<file path="config.mk">
export PLATFORM = sky130hd
export DESIGN_NAME = partitioned_lru_cache
export DESIGN_NICKNAME = d
export VERILOG_FILES = /design/src/rtl/plc_pkg.sv /design/src/rtl/plc_store.sv /design/src/rtl/plc_age.sv /design/src/rtl/plc_ctrl.sv /design/src/rtl/partitioned_lru_cache.sv
export SDC_FILE = /design/constraint.sdc
export NUM_CORES = 2
export LEC_CHECK = 0
export ABC_AREA = 1
export BUFFER_PORTS_ARGS = -buffer_cell sky130_fd_sc_hd__buf_2
export CAP_MARGIN = 20
export CELL_PAD_IN_SITES_DETAIL_PLACEMENT = 1
export CELL_PAD_IN_SITES_GLOBAL_PLACEMENT = 2
export CORE_AREA = 2 2 390 392
export DETAILED_ROUTE_END_ITERATION = 6
export DIE_AREA = 0 0 392 394
export PLACE_DENSITY_LB_ADDON = 0.3
export SLEW_MARGIN = 20
export SYNTH_ARGS = -nofsm -noshare
export SYNTH_HDL_FRONTEND = slang
export SYNTH_HIERARCHICAL = 1
export SYNTH_SLANG_ARGS = --single-unit
</file>
<file path="constraint.sdc">
create_clock -name clk -period 12.08 [get_ports clk]
set_clock_uncertainty 0.05 [all_clocks]
set_input_delay 2.416 -clock clk [delete_from_list [all_inputs] [get_ports clk]]
set_output_delay 2.416 -clock clk [all_outputs]
set_load 0.01 [all_outputs]
</file>
<file path="src/rtl/plc_pkg.sv">
package plc_pkg;

  localparam int WAYS  = 4;
  localparam int WAY_W = 2;

  typedef enum logic {
    ST_IDLE  = 1'b0,
    ST_FETCH = 1'b1
  } ctrl_state_e;

  // Ways a miss of the given access type may fill in the given mode.
  function automatic logic [WAYS-1:0] fill_mask(input logic [1:0] mode,
                                                input logic       is_data);
    case (mode)
      2'd1:    return is_data ? 4'b1100 : 4'b0011;
      2'd2:    return is_data ? 4'b1000 : 4'b0111;
      default: return 4'b1111;
    endcase
  endfunction

endpackage

</file>
<file path="src/rtl/plc_store.sv">
module plc_store
  import plc_pkg::*;
#(
  parameter int ADDR_W = 16,
  parameter int DATA_W = 32,
  parameter int SETS   = 8,
  localparam int IDX_W = $clog2(SETS),
  localparam int TAG_W = ADDR_W - IDX_W
) (
  input  logic              clk,
  input  logic              rst_n,
  input  logic              flush,
  input  logic [IDX_W-1:0]  lk_idx,
  input  logic [TAG_W-1:0]  lk_tag,
  output logic [WAYS-1:0]   hit_vec,
  output logic [DATA_W-1:0] hit_data,
  input  logic              fill_en,
  input  logic [IDX_W-1:0]  fill_idx,
  input  logic [WAY_W-1:0]  fill_way,
  input  logic [TAG_W-1:0]  fill_tag,
  input  logic [DATA_W-1:0] fill_data
);

  logic [SETS-1:0][WAYS-1:0] vld_q, vld_d;
  logic [TAG_W-1:0]          tag_q  [SETS][WAYS];
  logic [DATA_W-1:0]         data_q [SETS][WAYS];

  always_comb begin
    vld_d = vld_q;
    if (flush) begin
      vld_d = '0;
    end else if (fill_en) begin
      vld_d[fill_idx][fill_way] = 1'b1;
    end
  end

  always_ff @(posedge clk or negedge rst_n) begin
    if (!rst_n) vld_q <= '0;
    else        vld_q <= vld_d;
  end

  always_ff @(posedge clk) begin
    if (fill_en) begin
      tag_q[fill_idx][fill_way]  <= fill_tag;
      data_q[fill_idx][fill_way] <= fill_data;
    end
  end

  for (genvar w = 0; w < WAYS; w++) begin : g_cmp
    assign hit_vec[w] = vld_q[lk_idx][w] && (tag_q[lk_idx][w] == lk_tag);
  end

  always_comb begin
    hit_data = '0;
    for (int w = 0; w < WAYS; w++) begin
      if (hit_vec[w]) hit_data = hit_data | data_q[lk_idx][w];
    end
  end


  single_way_hit_chk: assert property (@(posedge clk) disable iff (!rst_n)
    $onehot0(hit_vec));


  flush_empty_chk: assert property (@(posedge clk) disable iff (!rst_n)
    flush |=> (hit_vec == '0));

endmodule

</file>
<file path="src/rtl/plc_age.sv">
module plc_age
  import plc_pkg::*;
#(
  parameter int SETS   = 8,
  localparam int IDX_W = $clog2(SETS)
) (
  input  logic             clk,
  input  logic             rst_n,
  input  logic             flush,
  input  logic             touch_en,
  input  logic [IDX_W-1:0] touch_idx,
  input  logic [WAY_W-1:0] touch_way,
  input  logic [IDX_W-1:0] q_idx,
  input  logic [WAYS-1:0]  allow,
  output logic [WAY_W-1:0] victim
);

  // Age 0 is newest, 3 is oldest; way 0 starts oldest.
  localparam logic [WAYS-1:0][1:0] AGE_INIT = {2'd0, 2'd1, 2'd2, 2'd3};

  logic [SETS-1:0][WAYS-1:0][1:0] age_q, age_d;

  always_comb begin
    age_d = age_q;
    if (flush) begin
      age_d = {SETS{AGE_INIT}};
    end else if (touch_en) begin
      for (int w = 0; w < WAYS; w++) begin
        if (age_q[touch_idx][w] < age_q[touch_idx][touch_way])
          age_d[touch_idx][w] = age_q[touch_idx][w] + 2'd1;
      end
      age_d[touch_idx][touch_way] = 2'd0;
    end
  end

  always_ff @(posedge clk or negedge rst_n) begin
    if (!rst_n) age_q <= {SETS{AGE_INIT}};
    else        age_q <= age_d;
  end

  always_comb begin
    logic       found;
    logic [1:0] best;
    found  = 1'b0;
    best   = 2'd0;
    victim = '0;
    for (int w = 0; w < WAYS; w++) begin
      if (allow[w] && (!found || age_q[q_idx][w] > best)) begin
        found  = 1'b1;
        best   = age_q[q_idx][w];
        victim = WAY_W'(w);
      end
    end
  end


  touch_newest_chk: assert property (@(posedge clk) disable iff (!rst_n)
    (touch_en && !flush) |=> (age_q[$past(touch_idx)][$past(touch_way)] == 2'd0));


  victim_in_part_chk: assert property (@(posedge clk) disable iff (!rst_n)
    (allow != '0) |-> allow[victim]);

endmodule

</file>
<file path="src/rtl/plc_ctrl.sv">
module plc_ctrl
  import plc_pkg::*;
#(
  parameter int ADDR_W = 16,
  parameter int DATA_W = 32
) (
  input  logic              clk,
  input  logic              rst_n,
  input  logic              req_valid,
  output logic              req_ready,
  input  logic [ADDR_W-1:0] req_addr,
  input  logic              type_on,
  input  logic              lk_hit,
  input  logic [WAY_W-1:0]  hit_way,
  input  logic [DATA_W-1:0] hit_data,
  input  logic [WAY_W-1:0]  victim,
  output logic              touch_en,
  output logic [WAY_W-1:0]  touch_way,
  output logic              fill_en,
  output logic              mem_req,
  output logic [ADDR_W-1:0] mem_addr,
  input  logic              mem_rvalid,
  input  logic [DATA_W-1:0] mem_rdata,
  output logic              rsp_valid,
  output logic              rsp_hit,
  output logic [WAY_W-1:0]  rsp_way,
  output logic [DATA_W-1:0] rsp_data
);

  ctrl_state_e       state_q, state_d;
  logic [ADDR_W-1:0] cap_addr_q;
  logic              cap_alloc_q;
  logic [WAY_W-1:0]  cap_way_q;

  logic              acc, hit_take, miss_take, fetch_done;
  logic              rsp_valid_d, rsp_hit_d;
  logic [WAY_W-1:0]  rsp_way_d;
  logic [DATA_W-1:0] rsp_data_d;

  assign req_ready  = (state_q == ST_IDLE);
  assign acc        = req_valid && req_ready;
  assign hit_take   = acc && lk_hit;
  assign miss_take  = acc && !lk_hit;
  assign mem_req    = (state_q == ST_FETCH);
  assign mem_addr   = cap_addr_q;
  assign fetch_done = mem_req && mem_rvalid;

  assign fill_en   = fetch_done && cap_alloc_q;
  assign touch_en  = hit_take || fill_en;
  assign touch_way = mem_req ? cap_way_q : hit_way;

  always_comb begin
    state_d = state_q;
    case (state_q)
      ST_IDLE:  if (miss_take)  state_d = ST_FETCH;
      ST_FETCH: if (mem_rvalid) state_d = ST_IDLE;
      default:                  state_d = ST_IDLE;
    endcase
  end

  always_comb begin
    rsp_valid_d = hit_take || fetch_done;
    rsp_hit_d   = hit_take;
    rsp_way_d   = hit_take ? hit_way : (cap_alloc_q ? cap_way_q : '0);
    rsp_data_d  = hit_take ? hit_data : mem_rdata;
  end

  always_ff @(posedge clk or negedge rst_n) begin
    if (!rst_n) begin
      state_q     <= ST_IDLE;
      cap_addr_q  <= '0;
      cap_alloc_q <= 1'b0;
      cap_way_q   <= '0;
      rsp_valid   <= 1'b0;
      rsp_hit     <= 1'b0;
      rsp_way     <= '0;
    end else begin
      state_q   <= state_d;
      rsp_valid <= rsp_valid_d;
      if (miss_take) begin
        cap_addr_q  <= req_addr;
        cap_alloc_q <= type_on;
        cap_way_q   <= victim;
      end
      if (rsp_valid_d) begin
        rsp_hit <= rsp_hit_d;
        rsp_way <= rsp_way_d;
      end
    end
  end

  always_ff @(posedge clk) begin
    if (rsp_valid_d) rsp_data <= rsp_data_d;
  end


  hit_resp_chk: assert property (@(posedge clk) disable iff (!rst_n)
    hit_take |=> (rsp_valid && rsp_hit && !mem_req));


  miss_resp_chk: assert property (@(posedge clk) disable iff (!rst_n)
    fetch_done |=> (rsp_valid && !rsp_hit && req_ready));


  fetch_hold_chk: assert property (@(posedge clk) disable iff (!rst_n)
    (mem_req && !mem_rvalid) |=> (mem_req && $stable(mem_addr) && !rsp_valid));

endmodule

</file>
<file path="src/rtl/partitioned_lru_cache.sv">
module partitioned_lru_cache
  import plc_pkg::*;
#(
  parameter int ADDR_W = 16,
  parameter int DATA_W = 32,
  parameter int SETS   = 8
) (
  input  logic              clk,
  input  logic              rst_n,
  input  logic [1:0]        cfg_mode,
  input  logic              cfg_en_instr,
  input  logic              cfg_en_data,
  input  logic              flush,
  input  logic              req_valid,
  output logic              req_ready,
  input  logic [ADDR_W-1:0] req_addr,
  input  logic              req_is_data,
  output logic              rsp_valid,
  output logic              rsp_hit,
  output logic [1:0]        rsp_way,
  output logic [DATA_W-1:0] rsp_data,
  output logic              mem_req,
  output logic [ADDR_W-1:0] mem_addr,
  input  logic              mem_rvalid,
  input  logic [DATA_W-1:0] mem_rdata
);

  localparam int IDX_W = $clog2(SETS);
  localparam int TAG_W = ADDR_W - IDX_W;

  logic              type_on, lk_hit;
  logic [WAYS-1:0]   hit_vec, allow;
  logic [WAY_W-1:0]  hit_way, victim, touch_way;
  logic [DATA_W-1:0] hit_data;
  logic              touch_en, fill_en;
  logic [IDX_W-1:0]  touch_idx;

  assign type_on = req_is_data ? cfg_en_data : cfg_en_instr;
  assign lk_hit  = type_on && (hit_vec != '0);
  assign allow   = fill_mask(cfg_mode, req_is_data);
  assign touch_idx = mem_req ? mem_addr[IDX_W-1:0] : req_addr[IDX_W-1:0];

  always_comb begin
    hit_way = '0;
    for (int w = 0; w < WAYS; w++) begin
      if (hit_vec[w]) hit_way = WAY_W'(w);
    end
  end

  plc_store #(.ADDR_W(ADDR_W), .DATA_W(DATA_W), .SETS(SETS)) u_store (
    .clk       (clk),
    .rst_n     (rst_n),
    .flush     (flush),
    .lk_idx    (req_addr[IDX_W-1:0]),
    .lk_tag    (req_addr[ADDR_W-1:IDX_W]),
    .hit_vec   (hit_vec),
    .hit_data  (hit_data),
    .fill_en   (fill_en),
    .fill_idx  (mem_addr[IDX_W-1:0]),
    .fill_way  (touch_way),
    .fill_tag  (mem_addr[ADDR_W-1:IDX_W]),
    .fill_data (mem_rdata)
  );

  plc_age #(.SETS(SETS)) u_age (
    .clk       (clk),
    .rst_n     (rst_n),
    .flush     (flush),
    .touch_en  (touch_en),
    .touch_idx (touch_idx),
    .touch_way (touch_way),
    .q_idx     (req_addr[IDX_W-1:0]),
    .allow     (allow),
    .victim    (victim)
  );

  plc_ctrl #(.ADDR_W(ADDR_W), .DATA_W(DATA_W)) u_ctrl (
    .clk        (clk),
    .rst_n      (rst_n),
    .req_valid  (req_valid),
    .req_ready  (req_ready),
    .req_addr   (req_addr),
    .type_on    (type_on),
    .lk_hit     (lk_hit),
    .hit_way    (hit_way),
    .hit_data   (hit_data),
    .victim     (victim),
    .touch_en   (touch_en),
    .touch_way  (touch_way),
    .fill_en    (fill_en),
    .mem_req    (mem_req),
    .mem_addr   (mem_addr),
    .mem_rvalid (mem_rvalid),
    .mem_rdata  (mem_rdata),
    .rsp_valid  (rsp_valid),
    .rsp_hit    (rsp_hit),
    .rsp_way    (rsp_way),
    .rsp_data   (rsp_data)
  );


  bypass_reads_mem_chk: assert property (@(posedge clk) disable iff (!rst_n)
    (req_valid && req_ready && !type_on) |=> (mem_req && !rsp_valid));


  any_part_hit_chk: assert property (@(posedge clk) disable iff (!rst_n)
    (req_valid && req_ready && type_on && (hit_vec != '0)) |=> rsp_hit);

endmodule

</file>
== Word level (Yosys, flattened, before mapping) ==
Memory sizes are Yosys's and may differ from the RTL's.
Index checks and enable logic that the tools add are counted.
Storage, ports and cells
  output and inout bits: 54
  memories: 2
  bits in writable memories: 1440
  register bits: 152
  input port bits: 58
Memory list
  u_store.data_q: depth 8, bits a word 128, rd ports 1, clocked after Yosys merged registers in 0, write ports 1, line plc_store.sv:26  | logic [DATA_W-1:0] data_q [SETS][WAYS];
  u_store.tag_q: depth 8, bits a word 52, rd ports 1, clocked after Yosys merged registers in 0, write ports 1, line plc_store.sv:25  | logic [TAG_W-1:0] tag_q [SETS][WAYS];
Operators by class
  equality and inequality tests: 6
  mux-type cells: 79
  bitwise gates (word level): 8
  add/sub/neg operators: 4
  magnitude comparators: 16
  reduce and logical (&&, ||, !) cells: 29
Operator list (count)
  two-way mux 64 bit: 14
  bitwise mux 64 bit: 4
  two-way mux 32 bit: 8
  two-way mux 128 bit: 1
  bitwise OR 32 bit: 4
  demux 8 bit (select 3 bit): 5
  AND 64 bit: 1
  demux 32 bit (select 2 bit): 1
  NOT 64 bit: 1
  equality test 13 bit: 4
  two-way mux 52 bit: 1
  binary-select mux 8 bit (select 3 bit): 2
  two-way mux 8 bit: 4
  demux 13 bit (select 2 bit): 1
  two-way mux 2 bit: 13
  two-way mux 4 bit: 5
  logical AND 1 bit: 17
  two-way mux 13 bit: 1
  binary-select mux 4 bit (select 3 bit): 1
  demux 4 bit (select 3 bit): 1
  less-than comparator 3 x 4 -> 1 bit, second input constant: 3
  two-way mux 1 bit: 10
  adder 2 x 1 -> 2 bit, second input constant: 4
  less-than comparator 2 bit: 4
  other kinds (21): 32

== Longest topological paths before layout ==
  depth in word-level cells: 28
  depth in mapped cells: 32

== By module ==
The synthesis kept the hierarchy.
By module, submodules not included
  plc_store: area an instance 60579.4 um^2, sequential area each 44042.2 um^2, cells an instance 5012, times used 1
  plc_age: area an instance 5738.0 um^2, sequential area each 1641.6 um^2, cells an instance 947, times used 1
  plc_ctrl: area an instance 2399.8 um^2, sequential area each 1561.5 um^2, cells an instance 246, times used 1
  partitioned_lru_cache: area an instance 155.1 um^2, sequential area each 0.0 um^2, cells an instance 33, times used 1

== Worst setup path after synthesis ==
Ideal clock, no wire load.
  kind: in2reg
  start point: in req_addr[0]
  end point: mem u_store/data_q[0][64] in the netlist's numbering (enable)
  slack: 5.137 ns
  data arrival time: 6.444 ns
  cell stages on the path: 22
  buffers on the path: 3
  data required time: 11.581 ns
  cells stage by stage: buf_4 inv_6 buf_12 buf_4 nand2_1 nand3_1 nand2_1 nand2_1 nand2_1 clkinv_1 nand2_1 nor2_1 nand2_1 nor4_1 inv_1 o21ai_0 nand2_1 nand2_1 inv_1 nor2_1 nand2_1 nor2_1
Between the ends
  word-level cells in the longest chain between the ends: 13
  elaborated cells on any way between the ends: 20
Ends and longest elaborated chain
  from (decl): line partitioned_lru_cache.sv:16  | input logic [ADDR_W-1:0] req_addr,
  memory (8 x 52 bit) / binary-select mux 4 bit (select 3 bit) (equally long branches)
  equality test 13 bit / two-way mux 4 bit (equally long branches)
  logical AND 1 bit *: line plc_store.sv:50  | assign hit_vec[w] = vld_q[lk_idx][w] && (tag_q[lk_idx][w] == lk_tag);
  named net hit_vec[1]: line partitioned_lru_cache.sv:32  | logic [WAYS-1:0] hit_vec, allow;
  two-way mux 1 bit *: line partitioned_lru_cache.sv:46  | if (hit_vec[w]) hit_way = WAY_W'(w);
  two-way mux 2 bit * (2 in series): line partitioned_lru_cache.sv:46
  named net hit_way[0]: line partitioned_lru_cache.sv:33  | logic [WAY_W-1:0] hit_way, victim, touch_way;
  two-way mux 2 bit *: line plc_ctrl.sv:50  | assign touch_way = mem_req ? cap_way_q : hit_way;
  named net touch_way[0]: line partitioned_lru_cache.sv:33
  NOT 2 -> 3 bit (implied by the code) *: line plc_store.sv:45  | data_q[fill_idx][fill_way] <= fill_data;
  greater-or-equal comparator 3 bit (implied by the code) / less-than comparator 3 x 1 -> 1 bit (equally long branches): line plc_store.sv:45
  logical AND 1 bit (implied by the code): line plc_store.sv:45
  two-way mux 32 bit (implied by the code): line plc_store.sv:45
  demux 32 bit (select 2 bit) *: line plc_store.sv:45
  two-way mux 128 bit (implied by the code) *: line plc_store.sv:45
  to (decl): line plc_store.sv:26
Mark *: on every way through the listed nets, which the timed path passes. The rest lies on a longest branch. The select of a mux whose other input is x is not followed.

== Worst setup path after layout ==
  start point: in req_addr[1]
  end point: mem u_store/data_q[1][32] in the netlist's numbering (enable)
Between the ends
  elaborated cells on any way between the ends: 20
RTL lines (line)
  memory (8 x 52 bit) / binary-select mux 4 bit (select 3 bit) (equally long branches)
  equality test 13 bit / two-way mux 4 bit (equally long branches)
  logical AND 1 bit *: plc_store.sv:50
  named net hit_vec[2]: partitioned_lru_cache.sv:32
  two-way mux 2 bit * (2 in series): partitioned_lru_cache.sv:46
  named net hit_way[0]: partitioned_lru_cache.sv:33
  two-way mux 2 bit *: plc_ctrl.sv:50
  named net touch_way[0]: partitioned_lru_cache.sv:33
  NOT 2 -> 3 bit (implied by the code) *: plc_store.sv:45
  greater-or-equal comparator 3 bit (implied by the code) / less-than comparator 3 x 1 -> 1 bit (equally long branches): plc_store.sv:45
  logical AND 1 bit (implied by the code): plc_store.sv:45
  two-way mux 32 bit (implied by the code): plc_store.sv:45
  demux 32 bit (select 2 bit) *: plc_store.sv:45
  two-way mux 128 bit (implied by the code) *: plc_store.sv:45
Marked as above.

==> results.sh <==
export IMPL_fin_area_um2=76700
export IMPL_crit_type="in2reg"
export IMPL_hold_buffers=0
export IMPL_ctsResizeCount=0
export IMPL_gr_total_overflow=0
export IMPL_synth_seq_area_share_pct=68.6
export IMPL_clk_pin_slew_ns=0.06
export IMPL_p_leak_nw=28.8
export IMPL_cts_setup_buffers=0
export IMPL_drt_first_pass_iters=5
export IMPL_grt_pass1_vias=50200
export IMPL_gp_congestion=0.825
export IMPL_grt_max_degree=156
export IMPL_cts_root_buffer="clkbuf_16"
export IMPL_layout_setup_ws_ns=3.32
export IMPL_synth_seq_cells=1592
export IMPL_max_freq_ghz=0.114
export IMPL_fin_nets=6324
export IMPL_avgViaCountPerCell=5.86
export IMPL_pwr_share_clk_pct=40.5
export IMPL_htreeDepth=4
export IMPL_dpl_worst_slack_ns=2.78
export IMPL_tightest_slew_ns=1.12
export IMPL_crit_buf_inv=5
export IMPL_intPower_mw=9.46
export IMPL_end_kind="register"
export IMPL_final_cell_mix="nand2_1 (1701), edfxtp_1 (1472), nand3_1 (507), a21oi_1 (502), inv_1 (489)"
export IMPL_wire_per_inst_um=26.7
export IMPL_first_iter_violations=4713
export IMPL_hpwl_um=126000
export IMPL_startpoint_type="input port"
export IMPL_start_util_pct=45.7
export IMPL_dpl_cell_area_um2=71200
export IMPL_finalSetupTns_ns=0
export IMPL_syn_nets=6307
export IMPL_power_per_cell_area_nw_per_um2=167
export IMPL_cts_tree="built"
export IMPL_drcViolationCount=0
export IMPL_antenna_found_initial=9
export IMPL_maxSlewHeadroom_pct=24.8
export IMPL_fp_dieW_um=392
export IMPL_rows=143
export IMPL_rsz0062_at_grt="no"
export IMPL_die_y_um=394
export IMPL_yosysUniqueCellTypes=42
export IMPL_drive_gt1_share_pct=10.4
export IMPL_hold_violations=0
export IMPL_drt_wl_total_um=225000
export IMPL_final_setup_viol_count=0
export IMPL_finalCriticalPeriod_ns=8.76
export IMPL_cp_data_required_time_ns=12.46
export IMPL_cts_sinks=1592
export IMPL_crit_path_frequent_cell="nand2_1"
export IMPL_io_buffers=111
export IMPL_critical_path_top_delay_family="simple AND/OR/NAND/NOR gates"
export IMPL_synth_area_per_cell_um2=11.0
export IMPL_synth_warnings=6
export IMPL_crit_chain="buf_8 > inv_8 > buf_4 > nand3_1 > nand2_1 > nand2_1 > nand3_1 > nand2_1 > nor2_1 > nand2_1 > nor4_1 > o21ai_0 > nand2_1 > nand2_1 > inv_1 > nand3_1 > nor2_4 > buf_4"
export IMPL_insertion_delay_ns=0.83
export IMPL_combPwrFrac_pct=10.8
export IMPL_clk_path_buf_depth=3
export IMPL_finalCritPeriodShare_pct=72.5
export IMPL_drtAntennaViolNets=0
export IMPL_power_total_mw=12.8
export IMPL_ios=112
export IMPL_critPathMaxStageDelay_ns=0.82
export IMPL_synth_cells=6238
export IMPL_outcome="completed"
export IMPL_final_common_cell="nand2_1"
export IMPL_p_sw_share_pct=26.3
export IMPL_drv_slew=0
export IMPL_crit_fanout=100
export IMPL_grt_usage_pct=29.0
export IMPL_p_seq_share_pct=48.7
export IMPL_peakVddDrop_uv=137
export IMPL_crit_path_top_delay_cell="buf_4"
export IMPL_arrival_ns=9.13
export IMPL_grt_pass1_wl_um=332000
export IMPL_p_switching_mw=3.38
export IMPL_maxCapViolCount=0
export IMPL_hold_class="reg2reg"
export IMPL_cts_buffers=171
export IMPL_syn_area_um2=68900
export IMPL_core_um2=151000
export IMPL_die_area_um2=154000
export IMPL_vias=49400
export IMPL_syn2layout_area_growth_pct=11.4
-- routing by layer --
metal / wire [um] / GRT usage [%] / part of all wire (%)
met4: 5910 / 7.94 / 2.6
met1: 96600 / 40.6 / 43
met3: 14800 / 4.56 / 6.6
met2: 108000 / 47.0 / 48
met5: 0 / 0 / 0
-- area by class of cell --
cell class                      instances  area (um2)
Multi-Input combinational cell       3764       18000
Tap cell                             2030        2540
Timing Repair Buffer                  218        1510
Antenna cell                            1        2.50
Sequential cell                      1592       47300
Fill cell                           16000       73900
Clock buffer                          224        4610
Clock inverter                         91         875
Inverter                              508        1950
-- worst reg2reg max path, delay by kind of cell, from the launching register on --
family	cells	cell delay [ns]
and+or+nand+nor	13	3.54
DFF	1	0.37
buffers and inverters	2	0.96
AOI/OAI and AO/OA	1	0.42
-- through the flow --
stage / cells / util, % / hold slack, ns
after floorplan: 6238 / - / 0.399
after global placement: 8108 / 47.2 / 0.417
after detailed placement: 8110 / 47.2 / 0.425
after CTS: 8425 / 50.9 / 0.443
after global routing: 8427 / 50.9 / 0.470
final: 8428 / 50.9 / 0.434
-- power groups by stage --
stage,clock [mW],sequential [mW],combinational [mW]
finish,5.20,6.25,1.39
global route,5.48,6.26,1.52
CTS,5.28,6.25,1.39
detailed placement,0,6.37,1.38
global placement,0,6.36,1.35
floorplan,0,6.37,0.848
-- final timing paths --
path	depth (start not counted)	startpoint	end	slack, ns
max	18	req_addr[1]	u_store/data_q[1][32]$_DFFE_PP_	3.32
min	2	u_age/age_q[18]$_DFFE_PN0P_	u_age/age_q[18]$_DFFE_PN0P_	0.43
max in group asynchronous	2	rst_n	u_store/vld_q[24]$_DFFE_PN0P_	9.04
min reg2reg	2	u_age/age_q[18]$_DFFE_PN0P_	u_age/age_q[18]$_DFFE_PN0P_	0.43
max reg2reg	16	u_store/tag_q[6][14]$_DFFE_PP_	u_store/data_q[1][32]$_DFFE_PP_	6.28
min in group asynchronous	1	rst_n	u_age/age_q[37]$_DFFE_PN0P_	1.58
-- Yosys cell counts --
master	n	share of area (%)
dfrtp_1	88	3.2
nand3b_1	1	0.011
nor3_1	10	0.073
nor2_1	319	1.7
buf_2	170	1.2
xor2_2	2	0.047
nand2_1	1702	9.3
inv_6	1	0.013
a32o_1	31	0.45
nor4_1	4	0.036
and2_1	1	0.0091
inv_2	10	0.055
o21bai_1	3	0.033
o22ai_1	36	0.33
o211ai_1	6	0.065
inv_4	1	0.0091
nand3_1	507	3.7
buf_12	1	0.029
clkbuf_4	1	0.011
or2_2	98	0.89
dfstp_2	32	1.2
clkbuf_1	103	0.56
a21oi_1	502	3.6
nand4_1	57	0.52
nor2_4	4	0.065
ha_1	11	0.20
a22oi_1	7	0.076
inv_1	489	2.7
a221oi_1	197	2.5
o21ai_1	41	0.30
buf_1	24	0.13
o21ai_0	198	1.4
o21ai_2	1	0.013
buf_6	30	0.49
edfxtp_1	1472	64
a211oi_1	1	0.011
buf_4	45	0.49
a31oi_1	2	0.018
nand3_2	6	0.087
nor2_2	8	0.073
clkinv_1	7	0.038
nand2_2	9	0.082
-- state kept, by name (all words and copies together) (netlist names) --
signal / count
u_store/data_q: 1024
u_ctrl/mem_req: 1
u_ctrl/rsp_valid: 1
u_ctrl/rsp_hit: 1
u_ctrl/rsp_data: 32
u_store/tag_q: 416
u_store/vld_q: 32
u_age/age_q: 64
u_ctrl/rsp_way: 2
u_ctrl/cap_way_q: 2
u_ctrl/cap_alloc_q: 1
u_ctrl/mem_addr: 16
-- logic make-up (layout without fill, tap and decap cells) --
group           Yosys count  count (layout)  share of synthesized area [%]
xor+xnor                  2               2                         0.0472
simple gates           2726            2726                           16.5
flops                  1592            1592                           68.6
buf+inv                 882            1041                           5.73
fa+ha+maj                11              11                          0.200
other cells               0               1                              0
compound gates         1025            1025                           8.88
(Power assumes the default switching activity.)
